### config.mk
export PLATFORM = sky130hd
export DESIGN_NAME = lamp_panel_decoder
export DESIGN_NICKNAME = d
export VERILOG_FILES = /design/src/rtl/lamp_pkg.sv /design/src/rtl/lamp_pkt_check.sv /design/src/rtl/lamp_blink_gen.sv /design/src/rtl/lamp_mode_store.sv /design/src/rtl/lamp_panel_decoder.sv
export SDC_FILE = /design/constraint.sdc
export NUM_CORES = 1
export LEC_CHECK = 0
export ABC_AREA = 1
export BUFFER_PORTS_ARGS = -buffer_cell sky130_fd_sc_hd__buf_4
export CAP_MARGIN = 10
export CORE_ASPECT_RATIO = 2
export CORE_MARGIN = 3
export CORE_UTILIZATION = 40
export DETAILED_ROUTE_END_ITERATION = 16
export PLACE_DENSITY = 0.65
export SLEW_MARGIN = 20
export SYNTH_ARGS = -nofsm -noshare
export SYNTH_HDL_FRONTEND = slang
export SYNTH_SLANG_ARGS = --single-unit
### constraint.sdc
create_clock -name clk -period 5 [get_ports clk]
set_input_delay 0.25 -clock clk [delete_from_list [all_inputs] [get_ports clk]]
set_output_delay 0.25 -clock clk [all_outputs]
set_load 0.005 [all_outputs]
### src/rtl/lamp_pkg.sv
// Shared constants and the lamp mode type for the keypad lamp decoder.
// Assumes packets are eight bytes, with byte lane i at bits [8i+7:8i].
package lamp_pkg;
    localparam int BYTE_W    = 8;
    localparam int PKT_BYTES = 8;
    localparam int PKT_W     = BYTE_W * PKT_BYTES;

    // Lane positions are fixed by the packet layout.
    localparam int LANE_DST   = 0;
    localparam int LANE_CODE  = 2;
    localparam int LANE_KEY   = 3;
    localparam int LANE_LEFT  = 4;
    localparam int LANE_RIGHT = 5;
    localparam int LANE_TRL0  = 6;
    localparam int LANE_TRL1  = 7;

    localparam logic [BYTE_W-1:0] LAMP_UPDATE_CODE = 8'h55;
    localparam logic [BYTE_W-1:0] TRAILER_BYTE     = 8'hEE;

    typedef enum logic [1:0] {
        MODE_DARK  = 2'd0,
        MODE_LIT   = 2'd1,
        MODE_BLINK = 2'd2,
        MODE_SPARE = 2'd3
    } lamp_mode_e;

    // Drive level of one lamp, given its mode and the shared blink phase.
    function automatic logic lamp_level(input lamp_mode_e mode, input logic phase);
        case (mode)
            MODE_LIT:   return 1'b1;
            MODE_BLINK: return phase;
            default:    return 1'b0;
        endcase
    endfunction
endpackage

### src/rtl/lamp_pkt_check.sv
// Packet qualifier: decides whether a presented packet is a valid lamp
// update for this panel, and extracts the key and both lamp modes.
// Rejected packets are counted in a wrapping counter.
// Assumes each packet is presented for exactly one cycle with pkt_valid.
module lamp_pkt_check
    import lamp_pkg::*;
#(
    parameter  int KEYS  = 64,
    parameter  int CNT_W = 8,
    localparam int KEY_W = $clog2(KEYS)
) (
    input  logic             clk,
    input  logic             rst_n,
    input  logic [7:0]       panel_addr,
    input  logic             pkt_valid,
    input  logic [PKT_W-1:0] pkt_data,
    output logic             wr_en,
    output logic [KEY_W-1:0] wr_key,
    output logic [1:0]       wr_left,
    output logic [1:0]       wr_right,
    output logic [CNT_W-1:0] drop_count
);
    logic [BYTE_W-1:0] lane_dst, lane_code, lane_key, lane_left, lane_right;
    logic [BYTE_W-1:0] lane_trl0, lane_trl1;
    logic dst_ok, code_ok, key_ok, trl_ok, pkt_ok;
    logic [CNT_W-1:0] drop_q;
    logic unused_lane_bits;

    // Slice the byte lanes that take part in the decision.
    assign lane_dst   = pkt_data[LANE_DST  *BYTE_W +: BYTE_W];
    assign lane_code  = pkt_data[LANE_CODE *BYTE_W +: BYTE_W];
    assign lane_key   = pkt_data[LANE_KEY  *BYTE_W +: BYTE_W];
    assign lane_left  = pkt_data[LANE_LEFT *BYTE_W +: BYTE_W];
    assign lane_right = pkt_data[LANE_RIGHT*BYTE_W +: BYTE_W];
    assign lane_trl0  = pkt_data[LANE_TRL0 *BYTE_W +: BYTE_W];
    assign lane_trl1  = pkt_data[LANE_TRL1 *BYTE_W +: BYTE_W];

    // The source lane and the upper bits of the mode lanes carry no meaning here.
    assign unused_lane_bits = ^{pkt_data[2*BYTE_W-1:BYTE_W],
                                lane_left[BYTE_W-1:2], lane_right[BYTE_W-1:2]};

    // Field qualifiers, one per acceptance rule.
    always_comb begin
        dst_ok  = (lane_dst == panel_addr);
        code_ok = (lane_code == LAMP_UPDATE_CODE);
        key_ok  = (int'(lane_key) < KEYS);
        trl_ok  = (lane_trl0 == TRAILER_BYTE) && (lane_trl1 == TRAILER_BYTE);
        pkt_ok  = dst_ok && code_ok && key_ok && trl_ok;
    end

    // Write request towards the mode store.
    assign wr_en    = pkt_valid && pkt_ok;
    assign wr_key   = lane_key[KEY_W-1:0];
    assign wr_left  = lane_left[1:0];
    assign wr_right = lane_right[1:0];

    // Count every presented packet that is not accepted.
    always_ff @(posedge clk) begin
        if (!rst_n) begin
            drop_q <= '0;
        end else if (pkt_valid && !pkt_ok) begin
            drop_q <= drop_q + CNT_W'(1);
        end
    end

    assign drop_count = drop_q;


    foreign_dest_chk: assert property (@(posedge clk) disable iff (!rst_n)
        (pkt_valid && (lane_dst != panel_addr)) |-> !wr_en);


    bad_trailer_chk: assert property (@(posedge clk) disable iff (!rst_n)
        (pkt_valid && ((lane_trl0 != TRAILER_BYTE) || (lane_trl1 != TRAILER_BYTE))) |-> !wr_en);


    key_range_chk: assert property (@(posedge clk) disable iff (!rst_n)
        wr_en |-> (int'(lane_key) < KEYS));


    drop_step_chk: assert property (@(posedge clk) disable iff (!rst_n)
        (pkt_valid && !wr_en) |=> (drop_q == $past(drop_q) + CNT_W'(1)));
endmodule

### src/rtl/lamp_blink_gen.sv
// Free-running blink divider: toggles a single phase bit every N clock
// edges, where N is the programmed half period (0 is treated as 1).
// Assumes the half period may change at any time; a count already past the
// new limit toggles at the next edge.
module lamp_blink_gen #(
    parameter int DIV_W = 16
) (
    input  logic             clk,
    input  logic             rst_n,
    input  logic [DIV_W-1:0] half_period,
    output logic             phase
);
    logic [DIV_W-1:0] limit;
    logic [DIV_W-1:0] cnt_q;
    logic             phase_q;
    logic             wrap;

    // Effective half period and terminal-count detection.
    always_comb begin
        limit = (half_period == '0) ? DIV_W'(1) : half_period;
        wrap  = (cnt_q >= limit - DIV_W'(1));
    end

    // Advance the divider and flip the phase at the terminal count.
    always_ff @(posedge clk) begin
        if (!rst_n) begin
            cnt_q   <= '0;
            phase_q <= 1'b0;
        end else if (wrap) begin
            cnt_q   <= '0;
            phase_q <= ~phase_q;
        end else begin
            cnt_q   <= cnt_q + DIV_W'(1);
        end
    end

    assign phase = phase_q;


    phase_flip_chk: assert property (@(posedge clk) disable iff (!rst_n)
        wrap |=> (phase_q != $past(phase_q)) && (cnt_q == '0));


    phase_hold_chk: assert property (@(posedge clk) disable iff (!rst_n)
        !wrap |=> $stable(phase_q));
endmodule

### src/rtl/lamp_mode_store.sv
// Per-key lamp mode registers and lamp drive. Holds a two-bit mode for the
// left and right lamp of every key. Both lamps of one key are written in the
// same cycle. Lamp 2k is the left lamp of key k and lamp 2k+1 its right lamp.
// Assumes wr_key is in range whenever wr_en is high.
module lamp_mode_store
    import lamp_pkg::*;
#(
    parameter  int KEYS  = 64,
    localparam int KEY_W = $clog2(KEYS)
) (
    input  logic              clk,
    input  logic              rst_n,
    input  logic              wr_en,
    input  logic [KEY_W-1:0]  wr_key,
    input  logic [1:0]        wr_left,
    input  logic [1:0]        wr_right,
    input  logic              phase,
    output logic [2*KEYS-1:0] lamp_out
);
    logic [KEYS-1:0][1:0] left_q;
    logic [KEYS-1:0][1:0] right_q;

    // Hold modes; an accepted write replaces both modes of one key.
    always_ff @(posedge clk) begin
        if (!rst_n) begin
            left_q  <= '0;
            right_q <= '0;
        end else if (wr_en) begin
            left_q[wr_key]  <= wr_left;
            right_q[wr_key] <= wr_right;
        end
    end

    // Turn each stored mode into a lamp drive level.
    for (genvar k = 0; k < KEYS; k++) begin : g_key
        assign lamp_out[2*k]   = lamp_level(lamp_mode_e'(left_q[k]),  phase);
        assign lamp_out[2*k+1] = lamp_level(lamp_mode_e'(right_q[k]), phase);
    end


    write_lands_chk: assert property (@(posedge clk) disable iff (!rst_n)
        wr_en |=> (left_q[$past(wr_key)] == $past(wr_left)) &&
                  (right_q[$past(wr_key)] == $past(wr_right)));


    idle_hold_chk: assert property (@(posedge clk) disable iff (!rst_n)
        !wr_en |=> $stable(left_q) && $stable(right_q));
endmodule

### src/rtl/lamp_panel_decoder.sv
// Keypad lamp message decoder, top level. Qualifies incoming lamp-update
// packets, stores per-lamp modes and drives the lamps from a shared blink
// phase. Assumes complete packets arrive from an upstream bus receiver.
module lamp_panel_decoder
    import lamp_pkg::*;
#(
    parameter  int KEYS  = 64,
    parameter  int DIV_W = 16,
    parameter  int CNT_W = 8,
    localparam int KEY_W = $clog2(KEYS)
) (
    input  logic              clk,
    input  logic              rst_n,
    input  logic [7:0]        panel_addr,
    input  logic [DIV_W-1:0]  blink_half,
    input  logic              pkt_valid,
    input  logic [PKT_W-1:0]  pkt_data,
    output logic [2*KEYS-1:0] lamp_out,
    output logic [CNT_W-1:0]  drop_count
);
    logic             wr_en;
    logic [KEY_W-1:0] wr_key;
    logic [1:0]       wr_left;
    logic [1:0]       wr_right;
    logic             phase;

    // Decide on each packet and produce the write request.
    lamp_pkt_check #(.KEYS(KEYS), .CNT_W(CNT_W)) u_check (
        .clk        (clk),
        .rst_n      (rst_n),
        .panel_addr (panel_addr),
        .pkt_valid  (pkt_valid),
        .pkt_data   (pkt_data),
        .wr_en      (wr_en),
        .wr_key     (wr_key),
        .wr_left    (wr_left),
        .wr_right   (wr_right),
        .drop_count (drop_count)
    );

    // Shared flashing phase.
    lamp_blink_gen #(.DIV_W(DIV_W)) u_blink (
        .clk         (clk),
        .rst_n       (rst_n),
        .half_period (blink_half),
        .phase       (phase)
    );

    // Mode registers and lamp drive.
    lamp_mode_store #(.KEYS(KEYS)) u_store (
        .clk      (clk),
        .rst_n    (rst_n),
        .wr_en    (wr_en),
        .wr_key   (wr_key),
        .wr_left  (wr_left),
        .wr_right (wr_right),
        .phase    (phase),
        .lamp_out (lamp_out)
    );
endmodule

# Yosys cells after proc, flatten, opt, wreduce, memory -nomap -nowiden
# Index checks and enable logic that the tools add are counted.
dict set report classes {
  bitwise 2
  n_reduce_logical 10
  addsub 3
  order_cmp 4
  eq_ne 260
  mux 133
}
# op count
set ops {}
lappend ops {{bitwise mux 128 bit} 2}
lappend ops {{== test 2 x 1 -> 1 bit, second input constant} 128}
lappend ops {{== test 2 bit, second input constant} 128}
lappend ops {{case mux 1 bit (2 select lines)} 128}
lappend ops {{adder 16 x 1 -> 16 bit, second input constant} 1}
lappend ops {{== test 8 bit, second input constant} 2}
lappend ops {{>= comparator 16 bit} 1}
lappend ops {{logical NOT 16 bit} 1}
lappend ops {{2-to-1 mux 16 bit} 1}
lappend ops {{subtractor 16 x 1 -> 16 bit, second input constant} 1}
lappend ops {{demux 2 bit (select 6 bit)} 1}
lappend ops {{adder 8 x 1 -> 8 bit, second input constant} 1}
lappend ops {{== test 8 x 7 -> 1 bit, second input constant} 1}
lappend ops {{== test 8 bit} 1}
lappend ops {{< comparator 8 x 7 -> 1 bit, second input constant} 1}
lappend ops {{logical AND 1 bit} 7}
lappend ops {{< comparator 6 x 7 -> 1 bit, second input constant} 1}
lappend ops {{>= comparator 6 x 1 -> 1 bit, second input constant} 1}
lappend ops {{2-to-1 mux 2 bit} 1}
lappend ops {{inverter 1 bit} 2}
lappend ops {{OR reduction 2 bit} 1}
lappend ops {{logical NOT 1 bit} 1}
dict set report totals {
  wordCells 543
  out_inout_bits 136
  in_bits 91
  ff_bits 281
}

# Longest topological paths before layout
# Gate-level depths: netlist of the first run.
dict set report depth {
  depth_word 6
  ltp_mapped 21
}

# Modules after synthesis
# Synthesis of the first run repeated with hierarchy kept, for this count alone.
dict set report unflattened {
  cells_unflattened 2696
  hier_area_um2 18203.7
}
# mod area_per_inst_um2 cells_each seq_area_each_um2 instances
set modules_own_cells {}
lappend modules_own_cells {lamp_mode_store 15756.4 2288 5124.9 1}
lappend modules_own_cells {lamp_blink_gen 1463.9 212 340.3 1}
lappend modules_own_cells {lamp_pkt_check 983.4 196 160.2 1}

# Worst setup path after synthesis of the first run
# Ideal clock, no wire load.
dict set report synth_timing {
  path_kind {input-to-reg}
  startpoint {in blink_half[0]}
  endpoint {reg u_blink.cnt_q[0]}
  t_arrival_ns 3.222
  cell_stages 20
  setup_time_ns 0.126
  setup_slack_ns 1.652
  required_ns 4.874
  path_cell_list {inv_1 nand2_1 nor3_1 nand3_1 nand2_1 inv_1 ha_1 or3b_2 nor2_1 nand3_1 nor2_1 xor2_1 inv_1 ha_1 nand2_1 nor4_1 nand3_1 nand4_1 clkbuf_1 nor2_1}
}
dict set report synth_between {
  elab_chain_cells 5
}
# item line
set synth_lines {}
lappend synth_lines {{from (decl)} lamp_panel_decoder.sv:15} ;# input logic [DIV_W-1:0] blink_half,
lappend synth_lines {{logical NOT 16 bit} lamp_blink_gen.sv:20} ;# limit = (half_period == '0) ? DIV_W'(1) : half_period;
lappend synth_lines {{2-to-1 mux 16 bit (*)} lamp_blink_gen.sv:20}
lappend synth_lines {{subtractor 16 x 1 -> 16 bit (*)} lamp_blink_gen.sv:21} ;# wrap = (cnt_q >= limit - DIV_W'(1));
lappend synth_lines {{>= comparator 16 bit (*)} lamp_blink_gen.sv:21}
lappend synth_lines {{OR reduction 2 bit (no source line) (*)} -}
lappend synth_lines {{to (signal assigned)} lamp_blink_gen.sv:33} ;# cnt_q <= cnt_q + DIV_W'(1);
lappend synth_lines {{to (decl)} lamp_blink_gen.sv:14} ;# logic [DIV_W-1:0] cnt_q;
# Every way passes the cells marked *; elsewhere a longest branch is shown, timed or not.
# A chain may end at the register's enable or synchronous reset.

# Worst setup path after layout of the first run
dict set report layout_timing {
  startpoint {in blink_half[8]}
  endpoint {reg u_blink.cnt_q[7]}
}
# Same word-level chain as after synthesis.

==> results of run 1 <==
-- critical path, stage by stage --
cell and delay [ps]:
buf_4 110, nor2_1 60, nand2_1 80, nor2_1 50
nand3_1 140, nand2_1 70, inv_1 70, ha_1 180
or3b_2 500, nor2_1 240, nand3_1 160, nor2_1 140
xor2_1 150, inv_1 50, ha_1 270, nand2_1 70
nor4_1 350, nand3_1 150, nand4_1 530, nor2_1 120
-- layout make-up --
cell class | count | area [um^2]
well taps | 565 | 707
repair buffers | 227 | 1710
diodes | 1 | 2.50
inverters | 328 | 1230
multi-input cells | 1886 | 11100
fillers | 4624 | 24500
clock buffers | 40 | 774
clock inverters | 7 | 118
flip-flops and latches | 281 | 5630
-- sequential cells by signal, summed over array words and instances, names as in the netlist --
| register | count |
|---|---|
| u_check.drop_count | 8 |
| u_blink.phase | 1 |
| u_store.right_q | 128 |
| u_blink.cnt_q | 16 |
| u_store.left_q | 128 |
-- synth_stat cells --
library cell / count / area, um^2
xnor2_1: 8 / 70.1
a21o_1: 1 / 7.51
inv_1: 308 / 1160
clkbuf_1: 44 / 165
buf_1: 50 / 188
buf_4: 13 / 97.6
nor2_1: 705 / 2650
nand2_1: 341 / 1280
nand3_1: 270 / 1350
buf_2: 13 / 65.1
inv_2: 20 / 75.1
ha_1: 275 / 3440
o21ai_0: 8 / 40.0
nand3_2: 3 / 30.0
nor4_1: 1 / 6.26
xor2_1: 17 / 149
nand4_1: 7 / 43.8
or2_2: 4 / 25.0
nor3_2: 14 / 140
a21oi_1: 146 / 731
nor3_1: 10 / 50.1
dfxtp_1: 281 / 5630
nor3_4: 60 / 976
nor2_2: 12 / 75.1
buf_6: 7 / 78.8
or3b_2: 1 / 8.76
nand2_2: 3 / 18.8
-- metrics by stage --
stage	setup slack (ps)	util (%)	total power (W)	area, um^2	hold slack (ps)
floorplan	1650	-	0.00250	18500	430
global placement	1100	44.6	0.00263	20400	439
detailed placement	1040	44.6	0.00264	20400	456
CTS	1600	46.5	0.00477	21300	201
global route	1200	46.5	0.00489	21300	230
finish	1660	46.5	0.00472	21300	227
-- power by group --
group          internal (W)  switching, W  leakage, nW
Clock               0.00122      0.000909        0.437
Sequential          0.00224    0.00000408         2.26
Combinational     0.0000994      0.000240         6.28
-- routing by layer --
layer | track usage [%] | vias to the layer above | part of all wire, %
li1 | - | 8424 | -
met5 | 0 | - | 0.067
met1 | 22.1 | 7573 | 38
met3 | 3.60 | 102 | 6.1
met2 | 38.7 | 421 | 52
met4 | 8.55 | 4 | 4.0
-- how the worst max path moves through the flow --
stage / from / to / slack [ps]
finish: blink_half[8] / u_blink.cnt_q[7] / 1660
global route: blink_half[8] / u_blink.cnt_q[7] / 1200
CTS: blink_half[8] / u_blink.cnt_q[12] / 1600
detailed placement: blink_half[8] / u_blink.cnt_q[12] / 1040
global placement: blink_half[8] / u_blink.cnt_q[15] / 1100
floorplan: blink_half[0] / u_blink.cnt_q[0] / 1650
-- cell families (layout without fill, tap and decap cells) --
| kind of cell | count (synthesis) | count (layout) | synth area share [%] |
|---|---|---|---|
| adders and majority gates | 275 | 275 | 18.6 |
| other | 0 | 1 | 0 |
| DFF | 281 | 281 | 30.3 |
| and+or+nand+nor | 1431 | 1431 | 35.9 |
| AOI/OAI and AO/OA | 155 | 155 | 4.20 |
| xor gates and xnor gates | 25 | 25 | 1.18 |
| buffers and inverters | 455 | 602 | 9.85 |
==> reports/results.ini, run 1 <==
[run_status]
status = finished clean

[sta]
clock.fmax_ghz = 0.300
fin_tns_setup_ps = 0
period_share_pct = 66.7
relSlewSlack_pct = 32.5
hold_viol = 0
fin_skew_ps = 11.8
finalSetupViolCount = 0
grt_setup_unrepaired = false
post-route-min-period_ps = 3340
drv_slew = 0
worst_pin_slew_ps = 1010

[layout]
area_growth_pct = 15.0
final_common_cell = nor2_1
fin_nets = 3117
final_cell_mix = 704 x nor2_1, 341 x nand2_1, 308 x inv_1, 280 x dfxtp_1, 275 x ha_1
layoutNonFillerInstCount = 3335
layout-drive-gt1-share_pct = 13.9

[clocking]
hold_buffers = 0
ctsRootBufferMaster = clkbuf_16
cts_tree = yes
clkTransAtPathRegs_ps = 60
cts_buffers = 27
clock_sinks = 281
post_cts_buffers = 0
clock_latency_ps = 550
h-tree-depth = 1
cts_buffer_depth = 3
cts-resized-gates = 0

[yosys]
ys.warnings.count = 0
synth-seq-cells = 281
syn_inst = 2622
avgSynthCellArea_um2 = 7.07
synth_nets = 2988
seq_area_frac_synth_pct = 30.3
synth_area_um2 = 18500
post_synth_num_cell_types = 27

[floorplan]
coreArea_um2 = 45800
rows = 111
initial_core_util_pct = 40.5
ioPinCount = 227
die_y_um = 310
die_area_um2 = 49100
fp.dieW_um = 158

[placed_design]
portBuffers = 206
dp.cells = 3287
dp_hpwl_mm = 34.6
gp_congestion = 0.786

[worst_setup_path]
arrival_ps = 3740
worst_ep_required_time_ps = 5410
r2r_slack_ps = 2850
r2r_end = u_blink.cnt_q[12]
crit_fanout = 16
reg2reg_depth = 6
r2r_start = u_blink.cnt_q[9]
worst_setup_path_end_kind = flop
cp-start-kind = input pin
path_class = in2reg

[detailed_routing]
dr.pass1.iters = 5
drc = 0
vias_per_cell = 4.95
drt-total-wl_mm = 50.6
ant_nets = 0
avgRoutedWirePerCell_um = 15.2
via_count = 16500
first_iter_violations = 848

[power]
powerDensity_nw_per_um2 = 221
ir_worst_vdd_uv = 249
p_leak_nw = 8.98

[global_route]
overflow = 0
first_global_vias = 16200
grt_max_degree = 111
antenna_found_initial = 3
grt_first_pass_wirelength_mm = 81.0
groute.usage.overall_pct = 20.5

[hold_path]
worstHoldEndpoint = u_check.drop_count[4]
hp-class = in2reg
hold_path.startpoint = pkt_valid
holdPathStages = 4

[flow_run]
cap_viol_max_count = 0

Power figures use the tool's default switching activity.
==> inputs of run 2 (changes only) <==
Settings changed: PLACE_DENSITY 0.65 to 0.68.
Clock period 5 ns to 2.95 ns, I/O delays scaled along.
==> run 2 against run 1 <==
Routed wire length is 1.4% higher. Flip-flop and latch count stayed put. Die area stayed put. Cell count is 1.2% higher. First-iteration DRC count is 2.5% higher. Via count is 1.9% higher. Combinational power is 81% higher. Global-route usage is 0.086 points higher. Critical endpoint is now u_blink.cnt_q[8].
==> reports/results.ini, run 2 (synthesis results as in run 1) <==
[placed_design]
portBuffers = 206
placed_cell_area_um2 = 20800
gp_congestion = 0.813
dp.cells = 3327
dp_hpwl_mm = 35.9

[power]
ir_worst_vdd_uv = 355
powerDensity_nw_per_um2 = 373
p_leak_nw = 9.22
switching_share_pct = 24.4
combPwrFrac_pct = 7.5
power_frac_seq_pct = 46.9
intPower_w = 0.00613
switching_power_w = 0.00198
p_clk_share_pct = 45.6

[detailed_routing]
vias_per_cell = 4.99
dr.pass1.iters = 7
avgRoutedWirePerCell_um = 15.2
via_count = 16800
ant_nets = 0
drt-total-wl_mm = 51.2
first_iter_violations = 869
drc = 0

[global_route]
overflow = 0
first_global_vias = 16400
antenna_found_initial = 2
groute.usage.overall_pct = 20.6
grt_first_pass_wirelength_mm = 81.4
grt_max_degree = 99

[sta]
fin_hold_ws_ps = 139
fin_tns_setup_ps = 0
post-route-min-period_ps = 2430
period_share_pct = 82.3
drv_slew = 0
finalSetupViolCount = 0
clock.fmax_ghz = 0.412
fin_skew_ps = 15.3
hold_viol = 0
relSlewSlack_pct = 35.2
grt_setup_unrepaired = false
worst_pin_slew_ps = 972

[clocking]
h-tree-depth = 1
post_cts_buffers = 0
hold_buffers = 0
clkTransAtPathRegs_ps = 70
ctsRootBufferMaster = clkbuf_16
cts_buffer_depth = 3
clock_sinks = 281
cts_tree = yes
clock_latency_ps = 550
cts_buffers = 26
cts-resized-gates = 0

[worst_setup_path]
critical_path_buf_inv_count = 5
cp_top_family = simple AND/OR/NAND/NOR gates
crit_fanout = 9
worst_setup_path_end_kind = flop
slowest_stage = or3b_4
arrival_ps = 2920
cp-start-kind = input pin
worst_ep_required_time_ps = 3440
critPathMaxStageDelay_ps = 410
path_cells = buf_4, inv_1, nand2_1, nor3_1, nand3_1, nand2_1, inv_1, ha_1, or3b_4, nor2_4, nand3_1, nor2_1, xor2_1, inv_1, ha_1, nand2_1, o21ai_0, a21oi_1, nand4_1, buf_4, a21oi_1
path_class = in2reg

[layout]
fin_nets = 3156
postLayoutCellArea_um2 = 21800
layoutNonFillerInstCount = 3376
n_fill_cell = 4530
final_common_cell = nor2_1
area_growth_pct = 17.3
reg_top3 = u_store.left_q: 128 flops, u_store.right_q: 128 flops, u_blink.cnt_q: 16 flops
final_util_pct = 47.5
layout-drive-gt1-share_pct = 15.4
final_cell_mix = 703 x nor2_1, 341 x nand2_1, 308 x inv_1, 280 x dfxtp_1, 275 x ha_1

[floorplan]
initial_core_util_pct = 40.5
ioPinCount = 227
rows = 111
coreArea_um2 = 45800
fp.dieW_um = 158
die_area_um2 = 49100
die_y_um = 310

[flow_run]
cap_viol_max_count = 0

[run_status]
status = finished clean

[hold_path]
hp-class = in2reg

run 2: area by class of cell:
class / instances / area (um^2) / share of cell area [%]
diodes: 1 / 2.50 / 0.0115
clock buffers: 36 / 749 / 3.45
clock inverters: 12 / 170 / 0.782
inverters: 328 / 1230 / 5.66
multi-input cells: 1886 / 11200 / 51.3
flip-flops and latches: 281 / 5630 / 25.9
well taps: 565 / 707 / 3.25
repair buffers: 267 / 2100 / 9.65
run 2: worst paths after layout:
check,from,to,slack (ps),cells after the start
setup reg to reg,u_blink.cnt_q[0],u_blink.cnt_q[14],930,8
hold / removal,rst_n,u_check.drop_count[3],140,3
hold reg to reg,u_blink.cnt_q[0],u_blink.cnt_q[0],480,1
setup / recovery,blink_half[0],u_blink.cnt_q[8],520,21
run 2: power groups by stage:
stage	clock, W	sequential, W	combinational [W]
final	0.00369	0.00380	0.000612
after global routing	0.00392	0.00380	0.000672
after CTS	0.00379	0.00380	0.000613
after detailed placement	0	0.00389	0.000611
after global placement	0	0.00389	0.000603
after floorplan	0	0.00389	0.000354
run 2: per-stage QoR:
step,setup slack [ps],total power (W)
global placement,-95.2,0.00449
floorplan,104,0.00424
finish,522,0.00811
CTS,475,0.00820
global route,122,0.00839
detailed placement,-114,0.00450
run 2: routing by layer:
layer | vias up | share of wire, % | global-route usage [%]
li1 | 8506 | - | -
met1 | 7686 | 36 | 21.8
met2 | 499 | 51 | 37.7
met3 | 150 | 6.8 | 3.66
met4 | 2 | 6.0 | 11.9
met5 | - | 0.025 | 0
run 2: tightest hold or removal path, stage by stage:
cell and delay (ps):
clkbuf_8 310, nand2_1 160, a21oi_1 30
==> inputs of run 3 (changes only) <==
Settings changed: PLACE_DENSITY 0.68 to 0.65.
Clock period 2.95 ns to 2.4 ns, I/O delays scaled along.
==> run 3 against run 2 <==
Non-clock buffer count increased by 29. Critical path depth unchanged. Largest cell class unchanged. Hold slack got worse by 81 ps. Highest routed layer is now met4. Via count decreased by 0.47%. Clock-buffer cell count increased by 2. Sequential share of layout area decreased by 0.59 points. Sequential power increased by 23%.
==> reports/results.ini, run 3 (synthesis results as in run 1) <==
[run_status]
status = finished clean

[floorplan]
die_area_um2 = 49100
rows = 111
die_y_um = 310
coreArea_um2 = 45800
ioPinCount = 227
initial_core_util_pct = 40.5
fp.dieW_um = 158

[detailed_routing]
drc = 0
first_iter_violations = 741
drt-total-wl_mm = 50.9
avgRoutedWirePerCell_um = 15.0
wl_met3_mm = 3.03
vias_per_cell = 4.93
via_count = 16800
wl_met2_mm = 26.5
m1WireLength_mm = 18.8
ant_nets = 0
top_layer = met4
dr.pass1.iters = 7

[layout]
layout-drive-gt1-share_pct = 17.6
final_common_cell = nor2_1
multiInputGateArea_um2 = 11400
reg_top3 = u_store.left_q: 128 flops, u_store.right_q: 128 flops, u_blink.cnt_q: 16 flops
area_growth_pct = 20.1
final_cell_mix = 688 x nor2_1, 334 x nand2_1, 303 x inv_1, 280 x dfxtp_1, 273 x ha_1
layoutNonFillerInstCount = 3402
fin_nets = 3185
ff_latch_area_um2 = 5630
n_fill_cell = 4556

[global_route]
antenna_found_initial = 2
grt_max_degree = 93
groute.usage.overall_pct = 20.4
grt_first_pass_wirelength_mm = 80.9
first_global_vias = 16300
overflow = 0

[sta]
hold_viol = 0
grt_setup_unrepaired = true
drv_slew = 0
fin_skew_ps = 8.67
fin_tns_setup_ps = 0
period_share_pct = 99.2
clock.fmax_ghz = 0.420
finalSetupViolCount = 0
fin_ws_ps = 19.9
post-route-min-period_ps = 2380
relSlewSlack_pct = 58.8
fin_hold_ws_ps = 58.4
worst_pin_slew_ps = 617

[hold_path]
hp-class = in2reg
hold_path.startpoint = rst_n
worstHoldEndpoint = u_check.drop_count[7]
holdPathStages = 3

[clocking]
cts_tree = yes
ctsRootBufferMaster = clkbuf_16
cts_buffers = 26
hold_buffers = 0
cts_buffer_depth = 3
clock_latency_ps = 540
clock_sinks = 281
h-tree-depth = 1
clkTransAtPathRegs_ps = 70

[power]
intPower_w = 0.00747
p_leak_nw = 9.41
switching_power_w = 0.00238
power_frac_seq_pct = 47.5
p_clk_share_pct = 44.3
powerDensity_nw_per_um2 = 443
ir_worst_vdd_uv = 381
switching_share_pct = 24.2
power.total_w = 0.00985
combPwrFrac_pct = 8.2

[placed_design]
place_ws_ps = -715
dp.cells = 3345
portBuffers = 206
gp_congestion = 0.794
dp_hpwl_mm = 36.8

[worst_setup_path]
arrival_ps = 2860
cp-start-kind = input pin
r2r_end = u_blink.cnt_q[14]
worst_setup_path_end_kind = flop
r2r_slack_ps = 200
worst_ep_required_time_ps = 2880
reg2reg_depth = 9
r2r_start = u_blink.cnt_q[1]
crit_fanout = 4
path_class = in2reg

[flow_run]
cap_viol_max_count = 0

run 3: cell count changes in the layout (fill, tap and decap cells not counted), sizes merged:
| cell | delta |
|---|---|
| diode | +1 |
| clkinv | -3 |
| inv | -2 |
| bufinv | -1 |
| buf | +29 |
| clkbuf | +2 |
run 3: cell type report:
class	count	area share (%)
antenna	2	0.0225
clock buffer	38	3.45
clock inverter	6	0.500
inverter	328	5.55
multi-input combinational	1886	51.0
sequential	281	25.3
tap	565	3.18
timing repair buffer	296	11.0
run 3: worst max-delay path by stage:
stage                        endpoint  slack [ps]  depth (start not counted)            from
floorplan            u_blink.cnt_q[2]        -400                         20   blink_half[7]
global placement     u_blink.cnt_q[8]        -660                         21   blink_half[7]
detailed placement  u_blink.cnt_q[13]        -710                         21   blink_half[7]
CTS                  u_blink.cnt_q[3]         -40                         21   blink_half[7]
global route        u_blink.cnt_q[14]        -110                         20  blink_half[13]
finish               u_blink.cnt_q[8]          20                         21  blink_half[13]
run 3: per-layer routing:
metal	GRT usage [%]	vias up
met5	0	-
met4	9.89	0
met3	3.67	102
met2	38.4	387
met1	21.4	7717
li1	-	8557
run 3: power by group through the flow:
| stage | combinational [W] | clock, W | sequential (W) |
|---|---|---|---|
| after detailed placement | 0.000768 | 0 | 0.00478 |
| after global routing | 0.000886 | 0.00460 | 0.00468 |
| after global placement | 0.000751 | 0 | 0.00478 |
| after CTS | 0.000796 | 0.00446 | 0.00468 |
| after floorplan | 0.000437 | 0 | 0.00478 |
| final | 0.000805 | 0.00437 | 0.00468 |
run 3: repair_timing:
action	4_1_cts	5_1_grt
gates cloned	1	0
resized for setup	39	30
pin swaps	27	16
buffers inserted	10	0
endpoints found under the setup margin	17	17
run 3: critical path: stages:
cell,delay [ps]
buf_4,110
inv_2,70
nand2_4,50
nor3_4,190
nand3_2,100
buf_4,140
buf_4,120
buf_4,120
buf_4,130
nand4_1,100
nor2_2,80
nand2_1,80
o21ai_0,100
ha_1,360
nand2_4,110
buf_4,110
o21ai_2,70
a21oi_2,140
nand4_1,210
buf_4,240
a21oi_2,90
run 3: through the flow:
| stage | cell area [um^2] | util [%] |
|---|---|---|
| floorplan | 18600 | - |
| global route | 22300 | 48.6 |
| CTS | 22100 | 48.3 |
| detailed placement | 21000 | 45.9 |
| global placement | 21000 | 45.9 |
| finish | 22300 | 48.6 |
